==> src/rtl/uart_tx_pkg.sv <==
package uart_tx_pkg;

  typedef enum logic [1:0] {
    ROUTE_NORMAL = 2'd0,
    ROUTE_ECHO   = 2'd1,
    ROUTE_LOCAL  = 2'd2,
    ROUTE_REMOTE = 2'd3
  } route_e;

  typedef enum logic [2:0] {
    PAR_EVEN  = 3'd0,
    PAR_ODD   = 3'd1,
    PAR_SPACE = 3'd2,
    PAR_MARK  = 3'd3,
    PAR_NONE  = 3'd4
  } par_e;

  // codes at or above the "none" code send no parity bit
  function automatic logic par_present(input logic [2:0] mode);
    return mode < PAR_NONE;
  endfunction

endpackage

==> src/rtl/uart_tx_enables.sv <==
module uart_tx_enables (
  input  logic clk,
  input  logic rst_n,
  input  logic tx_en,
  input  logic tx_dis,
  input  logic rx_en,
  input  logic rx_dis,
  input  logic rx_rst,
  output logic tx_on,
  output logic rx_on
);

  always_ff @(posedge clk or negedge rst_n) begin
    if (!rst_n) begin
      tx_on <= 1'b0;
      rx_on <= 1'b0;
    end else begin
      if (tx_dis)      tx_on <= 1'b0;
      else if (tx_en)  tx_on <= 1'b1;
      if (rx_dis || rx_rst) rx_on <= 1'b0;
      else if (rx_en)       rx_on <= 1'b1;
    end
  end


  tx_dis_wins_chk: assert property (@(posedge clk) disable iff (!rst_n)
    tx_dis |=> !tx_on);


  rx_off_chk: assert property (@(posedge clk) disable iff (!rst_n)
    (rx_dis || rx_rst) |=> !rx_on);

endmodule

==> src/rtl/uart_tx_shifter.sv <==
module uart_tx_shifter
  import uart_tx_pkg::*;
#(
  parameter int DATA_W  = 8,
  parameter int OS_RATE = 16
) (
  input  logic              clk,
  input  logic              rst_n,
  input  logic              os_tick,
  input  logic              tx_on,
  input  logic              tx_rst,
  input  logic              tx_wr,
  input  logic [DATA_W-1:0] tx_data,
  input  logic [2:0]        par_mode,
  output logic              tx_line,
  output logic              tx_ready,
  output logic              tx_empty
);

  localparam int FW = DATA_W + 3;
  localparam int CW = (OS_RATE > 1) ? $clog2(OS_RATE) : 1;
  localparam int BW = $clog2(FW + 1);
  localparam logic [CW-1:0] TICK_LAST = CW'(OS_RATE - 1);

  function automatic logic par_value(input logic [DATA_W-1:0] d, input logic [2:0] m);
    case (par_e'(m))
      PAR_EVEN:  return ^d;
      PAR_ODD:   return ~^d;
      PAR_SPACE: return 1'b0;
      default:   return 1'b1;
    endcase
  endfunction

  function automatic logic [FW-1:0] build_frame(input logic [DATA_W-1:0] d, input logic [2:0] m);
    if (par_present(m)) return {1'b1, par_value(d, m), d, 1'b0};
    return {2'b11, d, 1'b0};
  endfunction

  function automatic logic [BW-1:0] frame_len(input logic [2:0] m);
    return par_present(m) ? BW'(FW) : BW'(FW - 1);
  endfunction

  logic [DATA_W-1:0] hold_q;
  logic              hold_full;
  logic [FW-1:0]     shreg;
  logic              busy;
  logic [CW-1:0]     tick_cnt;
  logic [BW-1:0]     bits_left;

  // named internal events
  logic wr_accept, load_now, bit_done, frame_done;
  assign wr_accept  = tx_wr && tx_ready;
  assign load_now   = tx_on && hold_full && !busy;
  assign bit_done   = busy && os_tick && (tick_cnt == TICK_LAST);
  assign frame_done = bit_done && (bits_left == BW'(1));

  always_ff @(posedge clk or negedge rst_n) begin
    if (!rst_n) begin
      hold_q    <= '0;
      hold_full <= 1'b0;
      shreg     <= '1;
      busy      <= 1'b0;
      tick_cnt  <= '0;
      bits_left <= '0;
    end else if (tx_rst) begin
      hold_full <= 1'b0;
      shreg     <= '1;
      busy      <= 1'b0;
      tick_cnt  <= '0;
      bits_left <= '0;
    end else begin
      if (wr_accept) begin
        hold_q    <= tx_data;
        hold_full <= 1'b1;
      end
      if (load_now) begin
        shreg     <= build_frame(hold_q, par_mode);
        bits_left <= frame_len(par_mode);
        tick_cnt  <= '0;
        busy      <= 1'b1;
        hold_full <= 1'b0;
      end else if (busy && os_tick) begin
        if (bit_done) begin
          tick_cnt  <= '0;
          shreg     <= {1'b1, shreg[FW-1:1]};
          bits_left <= bits_left - BW'(1);
          if (frame_done) busy <= 1'b0;
        end else begin
          tick_cnt <= tick_cnt + CW'(1);
        end
      end
    end
  end

  assign tx_line  = shreg[0];
  assign tx_ready = tx_on && !hold_full;
  assign tx_empty = tx_on && !hold_full && !busy;


  abort_idle_chk: assert property (@(posedge clk) disable iff (!rst_n)
    tx_rst |=> (tx_line && !busy));


  wr_fills_chk: assert property (@(posedge clk) disable iff (!rst_n)
    (wr_accept && !tx_rst) |=> !tx_ready);


  start_low_chk: assert property (@(posedge clk) disable iff (!rst_n)
    (load_now && !tx_rst) |=> !tx_line);


  empty_line_high_chk: assert property (@(posedge clk) disable iff (!rst_n)
    tx_empty |-> tx_line);


  tick_bound_chk: assert property (@(posedge clk) disable iff (!rst_n)
    busy |-> (bits_left != '0));

endmodule

==> src/rtl/uart_chan_route.sv <==
module uart_chan_route
  import uart_tx_pkg::*;
(
  input  logic [1:0] chan_mode,
  input  logic       tx_line,
  input  logic       rxd_pin,
  input  logic       rx_on,
  output logic       txd_pin,
  output logic       rx_line
);

  logic rx_src;

  always_comb begin
    case (route_e'(chan_mode))
      ROUTE_ECHO:   begin txd_pin = rxd_pin; rx_src = rxd_pin; end
      ROUTE_LOCAL:  begin txd_pin = 1'b1;    rx_src = tx_line; end
      ROUTE_REMOTE: begin txd_pin = rxd_pin; rx_src = 1'b1;    end
      default:      begin txd_pin = tx_line; rx_src = rxd_pin; end
    endcase
    rx_line = rx_on ? rx_src : 1'b1;
  end

endmodule

==> src/rtl/uart_tx_chan.sv <==
module uart_tx_chan
  import uart_tx_pkg::*;
#(
  parameter int DATA_W  = 8,
  parameter int OS_RATE = 16
) (
  input  logic              clk,
  input  logic              rst_n,
  input  logic              os_tick,
  input  logic              tx_wr,
  input  logic [DATA_W-1:0] tx_data,
  input  logic              tx_en,
  input  logic              tx_dis,
  input  logic              tx_rst,
  input  logic              rx_en,
  input  logic              rx_dis,
  input  logic              rx_rst,
  input  logic [2:0]        par_mode,
  input  logic [1:0]        chan_mode,
  input  logic              rxd_pin,
  output logic              txd_pin,
  output logic              rx_line,
  output logic              tx_ready,
  output logic              tx_empty
);

  logic tx_on, rx_on, tx_line;

  uart_tx_enables u_en (
    .clk(clk), .rst_n(rst_n),
    .tx_en(tx_en), .tx_dis(tx_dis),
    .rx_en(rx_en), .rx_dis(rx_dis), .rx_rst(rx_rst),
    .tx_on(tx_on), .rx_on(rx_on)
  );

  uart_tx_shifter #(.DATA_W(DATA_W), .OS_RATE(OS_RATE)) u_sh (
    .clk(clk), .rst_n(rst_n), .os_tick(os_tick),
    .tx_on(tx_on), .tx_rst(tx_rst), .tx_wr(tx_wr), .tx_data(tx_data),
    .par_mode(par_mode), .tx_line(tx_line),
    .tx_ready(tx_ready), .tx_empty(tx_empty)
  );

  uart_chan_route u_rt (
    .chan_mode(chan_mode), .tx_line(tx_line), .rxd_pin(rxd_pin),
    .rx_on(rx_on), .txd_pin(txd_pin), .rx_line(rx_line)
  );


  local_pin_high_chk: assert property (@(posedge clk) disable iff (!rst_n)
    (chan_mode == ROUTE_LOCAL) |-> txd_pin);


  remote_pass_chk: assert property (@(posedge clk) disable iff (!rst_n)
    (chan_mode == ROUTE_REMOTE) |-> (txd_pin == rxd_pin && rx_line));


  echo_pass_chk: assert property (@(posedge clk) disable iff (!rst_n)
    (chan_mode == ROUTE_ECHO) |-> (txd_pin == rxd_pin));


  rx_gate_chk: assert property (@(posedge clk) disable iff (!rst_n)
    !rx_on |-> rx_line);

endmodule

==> config.mk <==
export PLATFORM = sky130hd
export DESIGN_NAME = uart_tx_chan
export DESIGN_NICKNAME = d
export VERILOG_FILES = /design/src/rtl/uart_tx_pkg.sv /design/src/rtl/uart_tx_enables.sv /design/src/rtl/uart_tx_shifter.sv /design/src/rtl/uart_chan_route.sv /design/src/rtl/uart_tx_chan.sv
export SDC_FILE = /design/constraint.sdc
export NUM_CORES = 1
export LEC_CHECK = 0
export BUFFER_PORTS_ARGS = -buffer_cell sky130_fd_sc_hd__buf_4
export CAP_MARGIN = 5
export CORE_MARGIN = 4
export CORE_UTILIZATION = 49
export DETAILED_ROUTE_END_ITERATION = 10
export PLACE_DENSITY = 0.8
export SYNTH_ARGS = -nofsm -noshare
export SYNTH_HDL_FRONTEND = slang
export SYNTH_SLANG_ARGS = --single-unit
==> constraint.sdc <==
create_clock -name clk -period 1.7 [get_ports clk]
set_input_delay 0.51 -clock clk [delete_from_list [all_inputs] [get_ports clk]]
set_output_delay 0.51 -clock clk [all_outputs]
set_load 0.005 [all_outputs]
# After elaboration in Yosys (flattened, before gate mapping)
# Cells that the tools add are included.
# Widths: inputs -> output; s select.
[op_classes] reduce_logical=24 magnitude_cmp=1 n_addsub=2 mux=34 n_bitwise=1 n_eq_ne=7
[ops] operator="$mux 11" count=6
[ops] operator="$mux 4" count=8
[ops] operator="$mux 1" count=17
[ops] operator="$reduce_bool 3->1" count=4
[ops] operator="$logic_and 1x1->1" count=8
[ops] operator="$reduce_xnor 8->1" count=1
[ops] operator="$reduce_xor 8->1" count=1
[ops] operator="$add 4x1->4 const B" count=1
[ops] operator="$eq 2x2->1 const B" count=2
[ops] operator="$eq 4x1->1 const B" count=1
[ops] operator="$eq 4x4->1 const B" count=1
[ops] operator="$pmux 1 s2" count=2
[ops] operator="$reduce_and 2->1" count=2
[ops] operator="$reduce_bool 2->1" count=2
[ops] operator="$sub 4x1->4 const B" count=1
[ops] operator="$eq 3x1->1 const B" count=1
[ops] operator="$eq 3x2->1 const B" count=1
[ops] operator="$logic_not 3->1" count=1
[ops] operator="$lt 3x3->1 const B" count=1
[ops] operator="$pmux 1 s3" count=1
[ops] operator="$reduce_and 3->1" count=1
[ops] operator="$eq 2x1->1 const B" count=1
[ops] operator="$logic_not 1->1" count=2
[ops] operator="$reduce_or 2->1" count=1
[ops] operator="2 further kinds" count=2
[word_totals] reg_bits=31 out_inout_bits=4

# Longest topological paths before layout
# Gate-level depths: netlist of run 1.
[depth] ltp_word=8 mapped_depth=9 mapped_depth_nobuf=7

# Modules after synthesis
# Synthesis of run 1 repeated with hierarchy kept, for this count alone.
[hier_totals] hier_cells=156 area_unflattened_um2=1555.2
[modules_own_cells] mod="uart_tx_shifter" cells_each=144 seq_area_each_um2=713.2 area_per_inst_um2=1450.1 instances=1
[modules_own_cells] mod="uart_tx_enables" cells_each=6 seq_area_each_um2=50.0 area_per_inst_um2=71.3 instances=1
[modules_own_cells] mod="uart_chan_route" cells_each=6 seq_area_each_um2=0.0 area_per_inst_um2=33.8 instances=1

# Worst setup path after synthesis of run 1
# OpenSTA, ideal clock, no wires.
[synth_path] path_type="register -> register" startpoint="register u_sh.tick_cnt[0]" endpoint="register u_sh.bits_left[0]" path_stages_with_launch=9 path_buffers=2 t_arrival_ns=1.501 slack_ns=0.113 setup_ns=0.087 synth_period_minus_slack_ns=1.587 required_ns=1.613 path_cell_list="dfrtp_1 -> ha_1 -> and3_4 -> and3_1 -> buf_6 -> buf_12 -> xnor2_2 -> nor2_1 -> a211oi_2"
[synth_between] elab_chain_len=4
[synth_rtl] element="start, declared" line="uart_tx_shifter.sv:47" text="logic [CW-1:0] tick_cnt;"
[synth_rtl] element="start signal, assigned" line="uart_tx_shifter.sv:89" text="tick_cnt <= tick_cnt + CW'(1);"
[synth_rtl] element="$eq 4x4->1" line="uart_tx_shifter.sv:54" text="assign bit_done = busy && os_tick && (tick_cnt == TICK_LAST);"
[synth_rtl] element="$logic_and 1x1->1" line="uart_tx_shifter.sv:54"
[synth_rtl] element="$reduce_bool 3->1 (no source line)"
[synth_rtl] element="$reduce_and 2->1 (no source line)"
[synth_rtl] element="end signal, assigned" line="uart_tx_shifter.sv:78" text="bits_left <= frame_len(par_mode);"
[synth_rtl] element="end signal, assigned" line="uart_tx_shifter.sv:86" text="bits_left <= bits_left - BW'(1);"
[synth_rtl] element="end, declared" line="uart_tx_shifter.sv:48" text="logic [BW-1:0] bits_left;"
# No other way between the ends.
# A chain may end at the register's enable or synchronous reset.

# Final worst setup path of run 1
[layout_path] startpoint="register u_sh.shreg[0]" endpoint="output port rx_line"
[layout_between] elab_chain_len=2
[layout_rtl] element="start, declared" line="uart_tx_shifter.sv:45" text="logic [FW-1:0] shreg;"
[layout_rtl] element="start signal, assigned" line="uart_tx_shifter.sv:77" text="shreg <= build_frame(hold_q, par_mode);"
[layout_rtl] element="start signal, assigned" line="uart_tx_shifter.sv:85" text="shreg <= {1'b1, shreg[FW-1:1]};"
[layout_rtl] element="$pmux 1 s2" line="uart_chan_route.sv:15" text="case (route_e'(chan_mode))"
[layout_rtl] element="$mux 1" line="uart_chan_route.sv:21" text="rx_line = rx_on ? rx_src : 1'b1;"
[layout_rtl] element="end, declared" line="uart_tx_chan.sv:22" text="output logic rx_line,"
# No other way between the ends.

==> results of run 1 <==
==> registers in the layout, summed over array words and instances, names as in the netlist <==
signal and count:
u_en.rx_on 1, u_sh.hold_q 8, u_sh.bits_left 4, u_en.tx_on 1, u_sh.shreg 10, u_sh.busy 1
u_sh.hold_full 1, u_sh.tick_cnt 4
==> cells in the mapped netlist <==
| master | instances | area [sq um] |
|---|---|---|
| a211oi_2 | 1 | 12.5 |
| a21oi_1 | 14 | 70.1 |
| and3_1 | 1 | 6.26 |
| and3_4 | 1 | 11.3 |
| buf_12 | 1 | 20.0 |
| buf_2 | 1 | 5.00 |
| buf_6 | 2 | 22.5 |
| clkbuf_1 | 3 | 11.3 |
| dfrtp_1 | 20 | 500 |
| dfstp_2 | 10 | 263 |
| ha_1 | 3 | 37.5 |
| inv_1 | 3 | 11.3 |
| mux2_2 | 8 | 90.1 |
| mux2i_1 | 2 | 20.0 |
| nand2_1 | 23 | 86.3 |
| nand2_4 | 1 | 11.3 |
| nand2b_1 | 8 | 50.1 |
| nand3_1 | 1 | 5.00 |
| nand3_2 | 1 | 10.0 |
| nand3b_1 | 1 | 7.51 |
| nor2_1 | 9 | 33.8 |
| nor2_2 | 1 | 6.26 |
| nor3_1 | 6 | 30.0 |
| nor3_2 | 2 | 20.0 |
| nor3b_2 | 1 | 12.5 |
| nor4_1 | 2 | 12.5 |
| nor4_4 | 1 | 21.3 |
| o21ai_0 | 9 | 45.0 |
| o21ai_1 | 3 | 15.0 |
| o21bai_1 | 1 | 7.51 |
| o41ai_1 | 1 | 8.76 |
| xnor2_1 | 9 | 78.8 |
| xnor2_2 | 1 | 16.3 |
| xor2_1 | 3 | 26.3 |
==> repair_timing <==
action / in CTS / in global routing
pin swaps: 1 / 3
buffers inserted: 0 / 3
endpoints found under the setup margin: 2 / 11
gates resized for setup: 2 / 10
==> routing by layer <==
layer | up-vias | global-route usage
li1 | 592 | -
met2 | 26 | 0.286
met4 | 0 | 0.0633
met5 | - | 0
met3 | 6 | 0.0607
met1 | 565 | 0.192
==> worst max-delay path, stage by stage (launching register included) <==
cell,delay (ns)
dfstp_2,0.55
nor2_1,0.04
nand2_1,0.05
o21ai_1,0.06
nand2_1,0.05
buf_4,0.10
==> kinds of logic (layout without fill, tap and decap cells) <==
kind of cell	after synthesis	in the layout	synth area share
buf+inv	10	46	0.0442
mux	10	10	0.0695
fa+ha+maj	3	3	0.0237
compound gates	29	29	0.100
xor+xnor	13	13	0.0766
simple gates	59	59	0.204
flops	30	30	0.481
==> layout make-up <==
cell class	count	area (sq um)	share of cell area
Clock buffer	7	55.1	0.0285
Clock inverter	1	5.00	0.00259
Inverter	3	11.3	0.00583
Multi-Input combinational cell	114	773	0.401
Sequential cell	30	764	0.396
Tap cell	44	55.1	0.0285
Timing Repair Buffer	35	267	0.138
==> path summary, 6_finish.rpt <==
| path | to |
|---|---|
| min | u_sh.bits_left[1] |
| max | rx_line |
| min reg2reg | u_sh.shreg[0] |
| max in group asynchronous | u_sh.shreg[0] |
| min in group clk | u_en.tx_on |
| max reg2reg | u_sh.shreg[1] |
==> per-stage QoR <==
step                power (uW)  TNS [ns]  std cells  setup WS [ns]  hold WS (ns)
finish                    1650         0        234         0.0214        0.0826
global placement          1210         0        223         0.0519         0.447
CTS                       1660  -0.00775        231       -0.00775        0.0877
detailed placement        1220         0        223        0.00385         0.452
global route              1770    -0.122        234        -0.0642        0.0838
floorplan                 1100         0        154          0.113         0.214
==> power breakdown <==
| part | internal [uW] | switching, uW | total (uW) |
|---|---|---|---|
| combinational | 211 | 160 | 371 |
| sequential | 782 | 61.7 | 844 |
| clock | 200 | 237 | 437 |
| total | 1190 | 458 | 1650 |
==> flow_summary.toml, run 1 <==
[outcome]
status = "completed"

[clock_network]
cts.sinks = 30
cts_tree = "built"
htreeDepth = 2
cts_buffer_depth = 2
clock-root-buffer = "clkbuf_4"
cts_buffers = 5
hold_buffers = 0
clk_latency_ns = 0.33
clk_pin_slew_ns = 0.10

[synth]
ys_warn_count = 0
ys_ff_latch = 30
synth_nets = 181
syn-mean-instance-area_sq_um = 10.3
syn_inst = 154
yosysUniqueCellTypes = 34
synth.yosys.seq_area_share = 0.481
netlist_area_sq_um = 1590

[route]
antenna_left = 0
first_iter_violations = 26
avgViaCountPerCell = 5.08
drt_wl_total_mm = 3.22
wl_met2_mm = 1.63
vias = 1189
dr.pass1.iters = 4
wl_met3_microns = 164
wl_met1_mm = 1.38
drc = 0
dr.max_layer_used = "met4"
wl_per_cell_microns = 13.7

[die]
rows = 20
io_pins = 28
core_area_sq_um = 3080
initial_core_util = 0.515
die_x_microns = 64.9
fp.dieH_microns = 64.9
fp.dieArea_sq_um = 4210

[finish]
layout-drive-gt1-share = 0.405
stdcell_area_sq_um = 1930
final_cell_mix = "buf_4, nand2_1, dfrtp_1"
diodes = 0
final_util = 0.627
fillers = 261
nNetsFinal = 216
final_common_cell = "buf_4"
syn2layout_area_growth_pct = 21.8

[timing]
rsz0062_at_grt = "true"
skew_ns = 0.0140
worst_pin_slew_ns = 0.478
post-route-min-period_ns = 1.68
finalCritPeriodShare = 0.987
slew_headroom = 0.681
hold_viol = 0
fmax_mhz = 596
drv_slew = 0
setup_viol = 0

[setup_path]
endpoint_kind = "output port"
worstSetupPathType = "reg2out"
cp_max_fo = 3
ff2ff_path_depth = 8
startpoint_type = "register"
worstPathRequired_ns = 1.19
setup.worst_path.start = "u_sh.shreg[0]"
cp_data_arrival_time_ns = 1.17
r2r_start = "u_sh.tick_cnt[0]"
r2r_setup_slack_ns = 0.13

[grt]
track_usage = 0.168
grt_pass1_wl_mm = 5.36
grt_start_max_net_pins = 31
grt_pass1_vias = 1243
grt-ovfl-total = 0
antenna_found_initial = 0

[pwr]
p_per_area_nw_per_um2 = 856
ir_worst_vdd_mv = 0.662
leakagePower_uw = 0.000858

[placed_design]
port-buffer-count = 27
dpl_cell_area_sq_um = 1820
hpwl_mm = 2.32
gp_congestion = 0.826

[flow_run]
drv_cap = 0

[min_path]
hp-class = "in2async"
Note: power is estimated with default switching activity, not from simulation.
==> inputs of run 2 (changes only) <==
--- a/config.mk
+++ b/config.mk
@@ -7,7 +7,6 @@
 export LEC_CHECK = 0
 export BUFFER_PORTS_ARGS = -buffer_cell sky130_fd_sc_hd__buf_4
 export CAP_MARGIN = 5
-export CORE_MARGIN = 4
 export CORE_UTILIZATION = 49
 export DETAILED_ROUTE_END_ITERATION = 10
 export PLACE_DENSITY = 0.8
==> flow_summary.toml, run 2 (synthesized netlist as in run 1, its figures left out) <==
[die]
fp.dieH_microns = 58.9
fp.dieArea_sq_um = 3470
initial_core_util = 0.519
die_x_microns = 58.9
rows = 20
io_pins = 28
core_area_sq_um = 3050

[setup_path]
critical_path_buf_inv_count = 1
cp_max_fo = 3
worstSetupPathType = "reg2out"
cp_top_family = "flip-flops"
cpPeakStageDelay_ns = 0.55
slowest_stage = "dfstp_2"
path_cells = "nor2_1 > o21ai_1 > buf_4"
cp_data_arrival_time_ns = 1.18
endpoint_kind = "output port"
startpoint_type = "register"
worstPathRequired_ns = 1.19

[clock_network]
cts_tree = "built"
clock-root-buffer = "clkbuf_4"
cts_buffer_depth = 2
hold_buffers = 0
cts_buffers = 5
clk_pin_slew_ns = 0.09
post-cts-setup-buffers = 0
htreeDepth = 2
clk_latency_ns = 0.33
cts.sinks = 30

[placed_design]
hpwl_mm = 2.15
pre_cts_slack_ns = -0.123
gp_congestion = 0.752
port-buffer-count = 27

[finish]
final_util = 0.623
largest_reg_flops = 10
layout-drive-gt1-share = 0.376
largest_register = "u_sh.shreg"
regArea_sq_um = 763
nNetsFinal = 215
final_cell_mix = "buf_4, nand2_1, dfrtp_1"
fillers = 277
syn2layout_area_growth_pct = 20.0
largestRegisters = "u_sh.shreg (10), u_sh.hold_q (8)"
multi_input_comb_area_sq_um = 758
final_common_cell = "buf_4"
diodes = 0

[timing]
fmax_mhz = 592
hold_slack_ns = 0.0852
finalCritPeriodShare = 0.994
skew_ns = 0.00733
drv_slew = 0
fin_ws_ns = 0.0100
post-route-min-period_ns = 1.69
setup_viol = 0
slew_headroom = 0.667
worst_pin_slew_ns = 0.497
hold_viol = 0
setup_tns_ns = 0
rsz0062_at_grt = "true"

[grt]
gr-usage-met1 = 0.225
grt-ovfl-total = 0
track_usage = 0.201
use_met2 = 0.352
antenna_found_initial = 0
busiest_layer = "met2"
grt_pass1_wl_mm = 5.00
grt_start_max_net_pins = 31
grt_pass1_vias = 1180
grt_util_met3 = 0.0659

[pwr]
p_per_area_nw_per_um2 = 867
leakagePower_uw = 0.000853
ir_worst_vdd_mv = 0.545

[route]
vias = 1182
wl_per_cell_microns = 12.8
drt_wl_total_mm = 2.98
avgViaCountPerCell = 5.07
first_iter_violations = 34
dr.pass1.iters = 5
antenna_left = 0
drc = 0

[min_path]
hp-class = "in2async"

[outcome]
status = "completed"

[flow_run]
drv_cap = 0
-- run 2: through the flow --
| step | cell area, sq um | cells | total power [uW] |
|---|---|---|---|
| floorplan | 1590 | 154 | 1100 |
| global placement | 1840 | 225 | 1210 |
| detailed placement | 1840 | 225 | 1220 |
| CTS | 1900 | 233 | 1670 |
| global route | 1900 | 233 | 1740 |
| finish | 1900 | 233 | 1650 |
-- run 2: path summary, 6_finish.rpt --
| kind | start | to | slack [ns] | cells past startpoint |
|---|---|---|---|---|
| worst max-delay path | u_sh.shreg[0] | txd_pin | 0.01 | 3 |
| worst min-delay path | rst_n | u_sh.bits_left[1] | 0.09 | 1 |
| worst max register to register | u_sh.tick_cnt[1] | u_sh.bits_left[0] | 0.11 | 6 |
| worst min register to register | u_en.tx_on | u_en.tx_on | 0.54 | 2 |
| max in group asynchronous | rst_n | u_sh.shreg[7] | 1.30 | 1 |
| min in group clk | rx_dis | u_en.rx_on | 0.31 | 2 |
-- run 2: layer usage --
metal,wire length [microns],part of all wire
met2,1510,0.51
met4,49,0.016
met1,1270,0.43
met5,0,0
met3,142,0.048
-- run 2: cell type report --
type,count,share of cell area
flip-flops and latches,30,0.401
multi-input cells,114,0.398
repair buffers,34,0.134
clock buffers,7,0.0289
well taps,44,0.0289
inverters,3,0.00592
clock inverters,1,0.00263
-- run 2: where the power goes --
part	switching [uW]	internal, uW	total, uW	leakage [uW]
clock network	236	200	436	0.0000353
logic	163	210	373	0.000452
registers	58.6	782	840	0.000365
total	458	1190	1650	0.000853
-- run 2: timing repair --
item                       4_1_cts  5_1_grt
hold endpoints to repair         0        0
cloned                           0        0
resized for setup                4        0
pin swaps                        2        0
setup endpoints to repair       13        2
==> inputs of run 3 (changes only) <==
--- a/config.mk
+++ b/config.mk
@@ -5,11 +5,11 @@
 export SDC_FILE = /design/constraint.sdc
 export NUM_CORES = 1
 export LEC_CHECK = 0
-export BUFFER_PORTS_ARGS = -buffer_cell sky130_fd_sc_hd__buf_4
 export CAP_MARGIN = 5
-export CORE_UTILIZATION = 49
+export CORE_UTILIZATION = 50
 export DETAILED_ROUTE_END_ITERATION = 10
-export PLACE_DENSITY = 0.8
+export DONT_BUFFER_PORTS = 1
+export PLACE_DENSITY = 0.71
 export SYNTH_ARGS = -nofsm -noshare
 export SYNTH_HDL_FRONTEND = slang
 export SYNTH_SLANG_ARGS = --single-unit
==> constraint.sdc (replaced) <==
create_clock -name clk -period 2.03 [get_ports clk]
set_input_delay 0.609 -clock clk [delete_from_list [all_inputs] [get_ports clk]]
set_output_delay 0.609 -clock clk [all_outputs]
set_load 0.005 [all_outputs]
==> flow_summary.toml, run 3 (synthesized netlist as in run 1, its figures left out) <==
[pwr]
ir_worst_vdd_mv = 0.499
leakagePower_uw = 0.000716
total_power_uw = 1420
p_per_area_nw_per_um2 = 842

[setup_path]
startpoint_type = "register"
r2r-end = "u_sh.shreg[7]"
r2r_setup_slack_ns = 0.35
path_cells = "nor2_1 > nand2_1 > o21ai_0 > nand2_1"
cp_data_arrival_time_ns = 1.11
endpoint_kind = "output port"
ff2ff_path_depth = 8
worstPathRequired_ns = 1.42
cp_top_family = "flip-flops"
cpPeakStageDelay_ns = 0.55
crit_cells = 4
r2r_start = "u_sh.tick_cnt[0]"
path_common_cell = "nand2_1"
worstSetupPathType = "reg2out"
critical_path_buf_inv_count = 0
cp_max_fo = 3
slowest_stage = "dfstp_2"

[grt]
grt_start_max_net_pins = 23
grt_pass1_vias = 1099
grt-ovfl-total = 0
grt_pass1_wl_mm = 4.93
track_usage = 0.202
antenna_found_initial = 0

[clock_network]
htreeDepth = 2
cts_resized = 0
cts_buffers = 5
clk_latency_ns = 0.33
cts.sinks = 30
cts_tree = "built"
clock-root-buffer = "clkbuf_4"
clk_pin_slew_ns = 0.10
cts_buffer_depth = 2

[route]
wl_per_cell_microns = 14.1
first_iter_violations = 55
dr.pass1.iters = 4
avgViaCountPerCell = 5.32
drt_wl_total_mm = 2.87
vias = 1079
antenna_left = 0
drc = 0

[finish]
final_common_cell = "nand2_1"
final_cell_mix = "nand2_1, dfrtp_1, a21oi_1"
layout-drive-gt1-share = 0.245
largestRegisters = "u_sh.shreg (10), u_sh.hold_q (8)"
largest_register = "u_sh.shreg"
syn2layout_area_growth_pct = 6.71
largest_reg_flops = 10
stdcell_count = 203
diodes = 0
nNetsFinal = 185

[timing]
fmax_mhz = 580
rsz0062_at_grt = "false"
hold_slack_ns = 0.102
post-route-min-period_ns = 1.72
drv_slew = 0
setup_tns_ns = 0
hold_viol = 0
setup_viol = 0
slew_headroom = 0.361
worst_pin_slew_ns = 0.955
finalCritPeriodShare = 0.849
skew_ns = 0.00808

[min_path]
hp-class = "in2async"

[placed_design]
port-buffer-count = 0
dp.cells = 194
hpwl_mm = 2.01
gp_congestion = 0.803

[die]
initial_core_util = 0.524
fp.dieH_microns = 58.3
rows = 20
io_pins = 28
die_x_microns = 58.3
fp.dieArea_sq_um = 3400
core_area_sq_um = 3030

[flow_run]
drv_cap = 0

[outcome]
status = "completed"
## run 3: changes by cell type in the layout (fill, tap and decap cells not counted), sizes merged
cell / change
bufinv: +1
clkbuf: -2
dlygate4sd3: +1
clkinv: +1
buf: -31
## run 3: through the flow
step,util,area [sq um],setup slack (ns)
2_1_floorplan,-,1590,0.404
3_3_place_gp,0.530,1600,0.377
3_5_place_dp,0.530,1600,0.342
4_1_cts,0.559,1690,0.276
5_1_grt,0.559,1690,0.187
6_report,0.559,1690,0.307
## run 3: report_power, final
group          leakage [uW]  internal, uW  total [uW]  switching, uW
registers          0.000365           655         704           48.8
logic              0.000305           140         257            118
clock network     0.0000450           255         464            209
## run 3: worst max path at each step
stage | start | endpoint | slack, ns
2_1_floorplan | os_tick | u_sh.bits_left[0] | 0.40
6_report | u_sh.shreg[0] | rx_line | 0.31
5_1_grt | u_sh.shreg[0] | txd_pin | 0.19
4_1_cts | u_sh.shreg[0] | rx_line | 0.28
3_3_place_gp | os_tick | u_sh.bits_left[2] | 0.38
3_5_place_dp | os_tick | u_sh.shreg[6] | 0.34
## run 3: metal layers
layer	wire length, microns	GRT usage
met5	0	0
met3	162	0.0637
met4	28	0.0918
met1	1280	0.238
met2	1400	0.340
## run 3: area by class of cell
cell class	instances	area, sq um
Sequential cell	30	763
Inverter	3	11.3
Fill cell	275	1340
Clock inverter	3	40.0
Timing Repair Buffer	4	32.5
Clock buffer	5	37.5
Tap cell	44	55.1
Multi-Input combinational cell	114	752
## run 3: timing repair
action,in CTS,in global routing
setup endpoints to repair,0,0
endpoints found under the hold margin,20,0
hold buffers,1,0
buffers inserted,0,0
